===== src/rtl/clkout_pkg.sv =====
package clkout_pkg;

    localparam int PRESETS  = 8;
    localparam int PRESET_W = $clog2(PRESETS);

    // 2-bit pair state code held in the two stored definitions
    typedef enum logic [1:0] {
        CODE_OFF = 2'b00,
        CODE_HIZ = 2'b01,
        CODE_LOW = 2'b10,
        CODE_RUN = 2'b11
    } out_code_e;

    // route codes for the second output of the pair
    typedef enum logic [1:0] {
        RB_NBR = 2'b00,
        RB_A   = 2'b01,
        RB_B   = 2'b10,
        RB_RSV = 2'b11
    } route_b_e;

    typedef enum logic [1:0] {
        GS_RUN   = 2'b00,
        GS_DRAIN = 2'b01,
        GS_PARK  = 2'b10
    } gate_state_e;

    typedef enum logic {
        DV_IDLE  = 1'b0,
        DV_COUNT = 1'b1
    } div_state_e;

endpackage


===== src/rtl/tick_divider.sv =====
module tick_divider
    import clkout_pkg::*;
#(
    parameter int W = 7
) (
    input  logic         clk,
    input  logic         rst_n,
    input  logic [W-1:0] ratio_i,
    input  logic         tick_i,
    output logic         strobe_o
);

    div_state_e   st_q, st_d;
    logic [W-1:0] cnt_q, cnt_d;
    logic [W-1:0] cur_q, cur_d;
    logic         ratio_zero;
    logic         at_end;

    assign ratio_zero = (ratio_i == '0);
    assign at_end     = (cnt_q == cur_q - W'(1));

    // next-state process
    always_comb begin
        st_d  = st_q;
        cnt_d = cnt_q;
        cur_d = cur_q;
        if (ratio_zero) begin
            st_d  = DV_IDLE;
            cnt_d = '0;
            cur_d = '0;
        end else if (tick_i) begin
            unique case (st_q)
                DV_IDLE: begin
                    st_d  = DV_COUNT;
                    cur_d = ratio_i;
                    cnt_d = '0;
                end
                DV_COUNT: begin
                    if (at_end) begin
                        cnt_d = '0;
                        cur_d = ratio_i;
                    end else begin
                        cnt_d = cnt_q + W'(1);
                    end
                end
                default: st_d = DV_IDLE;
            endcase
        end
    end

    // state register
    always_ff @(posedge clk or negedge rst_n) begin
        if (!rst_n) begin
            st_q  <= DV_IDLE;
            cnt_q <= '0;
            cur_q <= '0;
        end else begin
            st_q  <= st_d;
            cnt_q <= cnt_d;
            cur_q <= cur_d;
        end
    end

    // output: terminal strobe of the running count
    always_comb begin
        strobe_o = tick_i && !ratio_zero && (st_q == DV_COUNT) && at_end;
    end

endmodule


===== src/rtl/preset_decode.sv =====
module preset_decode
    import clkout_pkg::*;
(
    input  logic [PRESETS-1:0]  sel_vec_i,
    input  logic [PRESET_W-1:0] preset_i,
    input  logic [1:0]          code0_i,
    input  logic [1:0]          code1_i,
    output out_code_e           code_o
);

    logic pick;

    always_comb begin
        pick   = sel_vec_i[preset_i];
        code_o = out_code_e'(pick ? code1_i : code0_i);
    end

endmodule


===== src/rtl/tick_route.sv =====
module tick_route
    import clkout_pkg::*;
(
    input  logic     div_a_i,
    input  logic     div_b_i,
    input  logic     nbr_i,
    input  logic     route_a_i,
    input  route_b_e route_b_i,
    output logic     str_a_o,
    output logic     str_b_o
);

    always_comb begin
        str_a_o = route_a_i ? nbr_i : div_a_i;
        unique case (route_b_i)
            RB_NBR:  str_b_o = nbr_i;
            RB_A:    str_b_o = div_a_i;
            RB_B:    str_b_o = div_b_i;
            RB_RSV:  str_b_o = div_b_i;
            default: str_b_o = div_b_i;
        endcase
    end

endmodule


===== src/rtl/out_gate.sv =====
module out_gate
    import clkout_pkg::*;
(
    input  logic      clk,
    input  logic      rst_n,
    input  logic      strobe_i,
    input  logic      force_off_i,
    input  out_code_e code_i,
    output logic      lvl_o,
    output logic      en_o,
    output logic      z_o
);

    gate_state_e st_q, st_d;
    logic        lvl_d;
    logic        kill;
    logic        want_run;
    logic        tri_tgt;

    assign kill     = force_off_i || (code_i == CODE_OFF);
    assign want_run = !kill && (code_i == CODE_RUN);
    assign tri_tgt  = kill || (code_i == CODE_HIZ);

    // next-state process
    always_comb begin
        st_d  = st_q;
        lvl_d = lvl_o;
        if (kill) begin
            st_d  = GS_PARK;
            lvl_d = 1'b0;
        end else begin
            unique case (st_q)
                GS_RUN: begin
                    if (want_run) begin
                        if (strobe_i) lvl_d = ~lvl_o;
                    end else if (!lvl_o) begin
                        st_d = GS_PARK;
                    end else if (strobe_i) begin
                        lvl_d = 1'b0;
                        st_d  = GS_PARK;
                    end else begin
                        st_d = GS_DRAIN;
                    end
                end
                GS_DRAIN: begin
                    if (want_run) begin
                        st_d = GS_RUN;
                        if (strobe_i) lvl_d = ~lvl_o;
                    end else if (strobe_i) begin
                        lvl_d = 1'b0;
                        st_d  = GS_PARK;
                    end
                end
                GS_PARK: begin
                    if (want_run) st_d = GS_RUN;
                end
                default: begin
                    st_d  = GS_PARK;
                    lvl_d = 1'b0;
                end
            endcase
        end
    end

    // state register
    always_ff @(posedge clk or negedge rst_n) begin
        if (!rst_n) st_q <= GS_PARK;
        else        st_q <= st_d;
    end

    // registered outputs
    always_ff @(posedge clk or negedge rst_n) begin
        if (!rst_n) begin
            lvl_o <= 1'b0;
            en_o  <= 1'b0;
            z_o   <= 1'b1;
        end else begin
            lvl_o <= lvl_d;
            en_o  <= (st_d == GS_RUN);
            z_o   <= (st_d == GS_PARK) && tri_tgt;
        end
    end

endmodule


===== src/rtl/clkout_ctl.sv =====
module clkout_ctl
    import clkout_pkg::*;
#(
    parameter int DIV_A_W = 7,
    parameter int DIV_B_W = 7,
    localparam int CFG_W  = 16 + DIV_A_W + DIV_B_W
) (
    input  logic                clk,
    input  logic                rst_n,
    input  logic [CFG_W-1:0]    cfg_i,
    input  logic [PRESET_W-1:0] preset_i,
    input  logic                pwr_down_i,
    input  logic                pll_tick_i,
    input  logic                ref_tick_i,
    input  logic                nbr_tick_i,
    output logic                out_a_o,
    output logic                out_b_o,
    output logic                out_a_en_o,
    output logic                out_b_en_o,
    output logic                out_a_z_o,
    output logic                out_b_z_o,
    output logic                pll_pd_o
);

    localparam int SEL_LSB  = 0;
    localparam int C0_LSB   = SEL_LSB + PRESETS;
    localparam int C1_LSB   = C0_LSB + 2;
    localparam int BYP_BIT  = C1_LSB + 2;
    localparam int RA_BIT   = BYP_BIT + 1;
    localparam int RB_LSB   = RA_BIT + 1;
    localparam int DA_LSB   = RB_LSB + 2;
    localparam int DB_LSB   = DA_LSB + DIV_A_W;
    localparam int N_OUT    = 2;

    logic               bypass;
    logic               src_tick;
    logic               str_div_a, str_div_b;
    logic               str_a, str_b;
    out_code_e          pair_code;
    logic [N_OUT-1:0]   strobe_v, lvl_v, en_v, z_v;

    assign bypass   = cfg_i[BYP_BIT];
    assign src_tick = bypass ? ref_tick_i : pll_tick_i;

    preset_decode u_dec (
        .sel_vec_i (cfg_i[SEL_LSB +: PRESETS]),
        .preset_i  (preset_i),
        .code0_i   (cfg_i[C0_LSB +: 2]),
        .code1_i   (cfg_i[C1_LSB +: 2]),
        .code_o    (pair_code)
    );

    tick_divider #(.W(DIV_A_W)) u_div_a (
        .clk      (clk),
        .rst_n    (rst_n),
        .ratio_i  (cfg_i[DA_LSB +: DIV_A_W]),
        .tick_i   (src_tick),
        .strobe_o (str_div_a)
    );

    tick_divider #(.W(DIV_B_W)) u_div_b (
        .clk      (clk),
        .rst_n    (rst_n),
        .ratio_i  (cfg_i[DB_LSB +: DIV_B_W]),
        .tick_i   (src_tick),
        .strobe_o (str_div_b)
    );

    tick_route u_route (
        .div_a_i   (str_div_a),
        .div_b_i   (str_div_b),
        .nbr_i     (nbr_tick_i),
        .route_a_i (cfg_i[RA_BIT]),
        .route_b_i (route_b_e'(cfg_i[RB_LSB +: 2])),
        .str_a_o   (str_a),
        .str_b_o   (str_b)
    );

    assign strobe_v = {str_b, str_a};

    for (genvar g = 0; g < N_OUT; g++) begin : g_gate
        out_gate u_gate (
            .clk         (clk),
            .rst_n       (rst_n),
            .strobe_i    (strobe_v[g]),
            .force_off_i (pwr_down_i),
            .code_i      (pair_code),
            .lvl_o       (lvl_v[g]),
            .en_o        (en_v[g]),
            .z_o         (z_v[g])
        );
    end

    assign out_a_o    = lvl_v[0];
    assign out_b_o    = lvl_v[1];
    assign out_a_en_o = en_v[0];
    assign out_b_en_o = en_v[1];
    assign out_a_z_o  = z_v[0];
    assign out_b_z_o  = z_v[1];

    always_ff @(posedge clk or negedge rst_n) begin
        if (!rst_n) pll_pd_o <= 1'b1;
        else        pll_pd_o <= pwr_down_i || bypass || (pair_code == CODE_OFF);
    end

endmodule


===== config.mk =====
export PLATFORM = sky130hd
export DESIGN_NAME = clkout_ctl
export DESIGN_NICKNAME = d
export VERILOG_FILES = /design/src/rtl/clkout_pkg.sv /design/src/rtl/tick_divider.sv /design/src/rtl/preset_decode.sv /design/src/rtl/tick_route.sv /design/src/rtl/out_gate.sv /design/src/rtl/clkout_ctl.sv
export SDC_FILE = /design/constraint.sdc
export NUM_CORES = 1
export LEC_CHECK = 0
export ABC_AREA = 1
export CAP_MARGIN = 20
export CORE_MARGIN = 3
export CORE_UTILIZATION = 35
export CTS_BUF_LIST = sky130_fd_sc_hd__clkbuf_8
export DETAILED_ROUTE_END_ITERATION = 10
export GPL_ROUTABILITY_DRIVEN = 0
export PLACE_DENSITY = 0.66
export SETUP_SLACK_MARGIN = 0.15
export SLEW_MARGIN = 40
export SYNTH_ARGS = -nofsm -noshare
export SYNTH_HDL_FRONTEND = slang
export SYNTH_HIERARCHICAL = 1
export SYNTH_SLANG_ARGS = --single-unit

===== constraint.sdc =====
create_clock -name clk -period 3.2 [get_ports clk]
set_clock_uncertainty 0.2 [all_clocks]
set_input_delay 0.48 -clock clk [delete_from_list [all_inputs] [get_ports clk]]
set_output_delay 0.48 -clock clk [all_outputs]
set_load 0.03 [all_outputs]

==> summary.md <==
| Metric | Value |
|---|---|
| Multi-input logic area | 1642 sq um |
| Worst hold-check path type | flop to flop |
| CTS clk-pin slew, worst paths | 0.08 ns |
| Pwr Density | 644.9 nW/um^2 |
| Crit start category | flop |
| Total core area | 7888 sq um |
| Rel. slew slack | 49.80% |
| Most frequent cells in the layout | nand2_1, inv_1, clkdlybuf4s50_1 |
| Hpwl dp | 4.893 mm |
| Buf/Inv on CP | 3 |
| Syn avg cell area | 7.072 sq um |
| I/O pin count | 46 |
| Share of layout cells above drive strength 1 | 13.45% |
| Most common cell after layout, fill and taps aside | nand2_1 |
| Latest clock arrival within the worst-skew pair | 0.29 ns |
| Initial antenna violation count | 0 |
| Crit path kind | flop to flop |
| Fmax | 0.3617 GHz |
| FF/Latch Area | 1033 sq um |
| Die Span Y | 97.13 um |
| Routed vias/inst | 4.691 |
| First-pass GRT wire length | 10.76 mm |
| Pin count of the biggest net entering global routing | 42 |
| Max Root-Sink Buffers | 2 |
| Max-Cap Viols | 0 |
| Syn Nets | 458 |
| Vias | 2,641 |
| DRT Wirelength | 6.230 mm |
| FILL cells | 778 |
| DR iter-0 viols | 123 |
| Pre-antenna DRT Iters | 4 |
| Post-synthesis mux area share | 0% |
| Crit. End Element | flop |
| Adder-Cell Fraction of Synth Area | 3.444% |
| Leading area contributor after synthesis | dfrtp_1 |
| Nets | 507 |
| Final Hold Viols | 0 |
| Number of synthesized register bits | 41 |
| Status | completed |
| Worst setup margin | 0.4356 ns |
| Initial core utilization | 36.85% |
| Worst hold stages | 2 |
| DP Area | 3448 sq um |
| Total track usage | 13.63% |
| Setup TNS | 0 ns |
| Die Wd | 97.13 um |
| Crit path cell chain | inv_1, ha_1, nand2_1, nor2_1, nand3_1, nand2_1, nand3_2, nor4_1, nand2_1, nand3_1, inv_1, ha_1, inv_1, nand2_1, nand2_1, nand2_1, nand3_2, nand2_1, nor2_2 |
| Final worst-path cycle share | 86.39% |
| Row Count | 32 |
| Tot Pwr | 2.311 mW |
| Vias in the first global route | 2,505 |
| Post-synthesis compound-gate area fraction | 7.490% |
| Worst Max-Slew Pin Slew | 0.7529 ns |
| CP Data Arrival Time | 2.80 ns |
| Crit-path most repeated cell | nand2_1 |
| Area grow syn2layout | 23.29% |
| Pins Over Slew Limit | 0 |
| Leakage | 1.765 nW |
| Worst path depth | 19 |
| CTS tree | yes |
| Mapped cell area | 2907 sq um |
| Post-synth top area share | 30.99% |
| Final instance area | 3583 sq um |
| CP top delay family | simple AND/OR/NAND/NOR gates |
| Slowest-stage cell, CP | dfrtp_1 |
| H-tree levels | 2 |
| Syn Inst Count | 411 |
| Number of cells on the worst reg-to-reg path | 19 |
| RSZ-0062 raised after global routing | false |
| Synth Area in Simple Gates | 39.22% |
| Final Util | 45.43% |
| Die area | 9434 sq um |
| Clk root buf | clkbuf_8 |
| Worst endpoint required time | 3.23 ns |
| Post-Place Setup Slack | 0.2199 ns |
| Drt wl/cell | 11.07 um |
| Total CTS buffers | 5 |
| Synth top area cells | dfrtp_1, nand2_1, nand3_1, inv_1, nand3_2 |
| Warnings from Yosys | 6 |
| GRT overflow | 0 |
| Sink Count | 41 |
| Tmin final | 2.764 ns |
| Ant diodes | 0 |
| Yosys cell types | 29 |
| CP peak stage delay | 0.43 ns |
| Seq/Total Area, Yosys | 35.51% |
| Largest family of logic cells by synthesized area | simple AND/OR/NAND/NOR gates |
| VDD IR max | 0.0002017 V |
| DRC errors left | 0 |
| CP max FO | 5 |
| Final ANT Viol Nets | 0 |
| Area share of xor/xnor cells in the synthesized design | 5.424% |
| Number of port buffers | 45 |
| Final setup viols | 0 |
layout make-up:
type | instances | area share [%]
Clock buffer | 5 | 1.920
Clock inverter | 3 | 0.3841
Sequential cell | 41 | 28.84
Inverter | 58 | 6.075
Tap cell | 102 | 3.561
Timing Repair Buffer | 49 | 13.41
Multi-Input combinational cell | 305 | 45.81
worst min-delay path: stages, from the launching register on:
cell and delay (ns):
dfrtp_1 0.38, nand2_1 0.06, nand2_1 0.05
path summary, 6_finish.rpt:
| path | start | end | slack, ns |
|---|---|---|---|
| worst min register to register | u_div_b/cur_q[6] | u_div_b/cur_q[6] | 0.31 |
| min in group asynchronous | rst_n | u_div_b/cur_q[3] | 0.51 |
| worst max-delay path | u_div_b/cur_q[0] | g_gate[1].u_gate/z_o | 0.44 |
| worst max register to register | u_div_b/cur_q[0] | g_gate[1].u_gate/z_o | 0.44 |
| worst min-delay path | u_div_b/cur_q[6] | u_div_b/cur_q[6] | 0.31 |
| max in group asynchronous | rst_n | u_div_a/cur_q[0] | 1.91 |
kinds of logic after synthesis:
group | Yosys count
AO/OA/AOI/OAI | 29
XOR/XNOR | 18
adder cells (fa/ha/maj) | 8
buffers and inverters | 65
flip-flops | 41
AND/OR/NAND/NOR | 250
report_power, final:
part	switching [mW]	total [mW]	internal, mW	leakage [nW]
clock	0.178	0.326	0.148	0.0491
combinational	0.634	1.10	0.465	1.21
sequential	0.209	0.886	0.677	0.506
total	1.02	2.31	1.29	1.77
metal layers:
layer  share of wire [%]  vias up  wire (um)  track usage, %
met5                   0        -          0               0
met4                 1.8        0        112           5.184
met3                 3.7        7        228           2.369
met2                  51       47       3156           24.63
met1                  44     1202       2732           15.99
li1                    -     1385          -               -
state kept, by name, indices dropped and copies added (netlist names):
| name | count |
|---|---|
| g_gate.u_gate/lvl_o | 2 |
| u_div_a/cnt_q | 7 |
| g_gate.u_gate/en_o | 2 |
| u_div_b/st_q | 1 |
| u_div_a/cur_q | 7 |
| u_div_a/st_q | 1 |
| g_gate.u_gate/st_q | 4 |
| u_div_b/cnt_q | 7 |
| u_div_b/cur_q | 7 |
| g_gate.u_gate/z_o | 2 |
| pll_pd_o | 1 |
cell usage after synthesis:
cell type,count
nand2_1,143
inv_1,53
nand3_1,40
dfrtp_1,36
nor2_1,31
nand3_2,16
a21oi_1,9
o21ai_0,9
xnor2_1,9
xor2_1,9
ha_1,8
nor2_2,8
dfstp_2,5
inv_2,5
buf_2,3
nand2_2,3
nand3b_1,3
o21ai_1,3
o21ai_2,3
a21oi_4,2
clkbuf_1,2
nor3_1,2
nor4_1,2
o21bai_4,2
buf_4,1
buf_6,1
nand4_1,1
o21ai_4,1
or2_0,1
stage by stage:
stage | hold WS (ns) | cells
floorplan | -0.01559 | 411
global placement | 0.2873 | 552
detailed placement | 0.2966 | 552
CTS | 0.3162 | 561
global route | 0.3552 | 563
finish | 0.3120 | 563
repair_timing:
| item | in CTS | in global routing |
|---|---|---|
| hold buffers | 1 | 0 |
| buffers inserted | 0 | 2 |
| endpoints found under the hold margin | 36 | 0 |
| gates resized for setup | 0 | 7 |
| setup endpoints to repair | 0 | 10 |
Note: power is estimated with default switching activity, not from simulation.
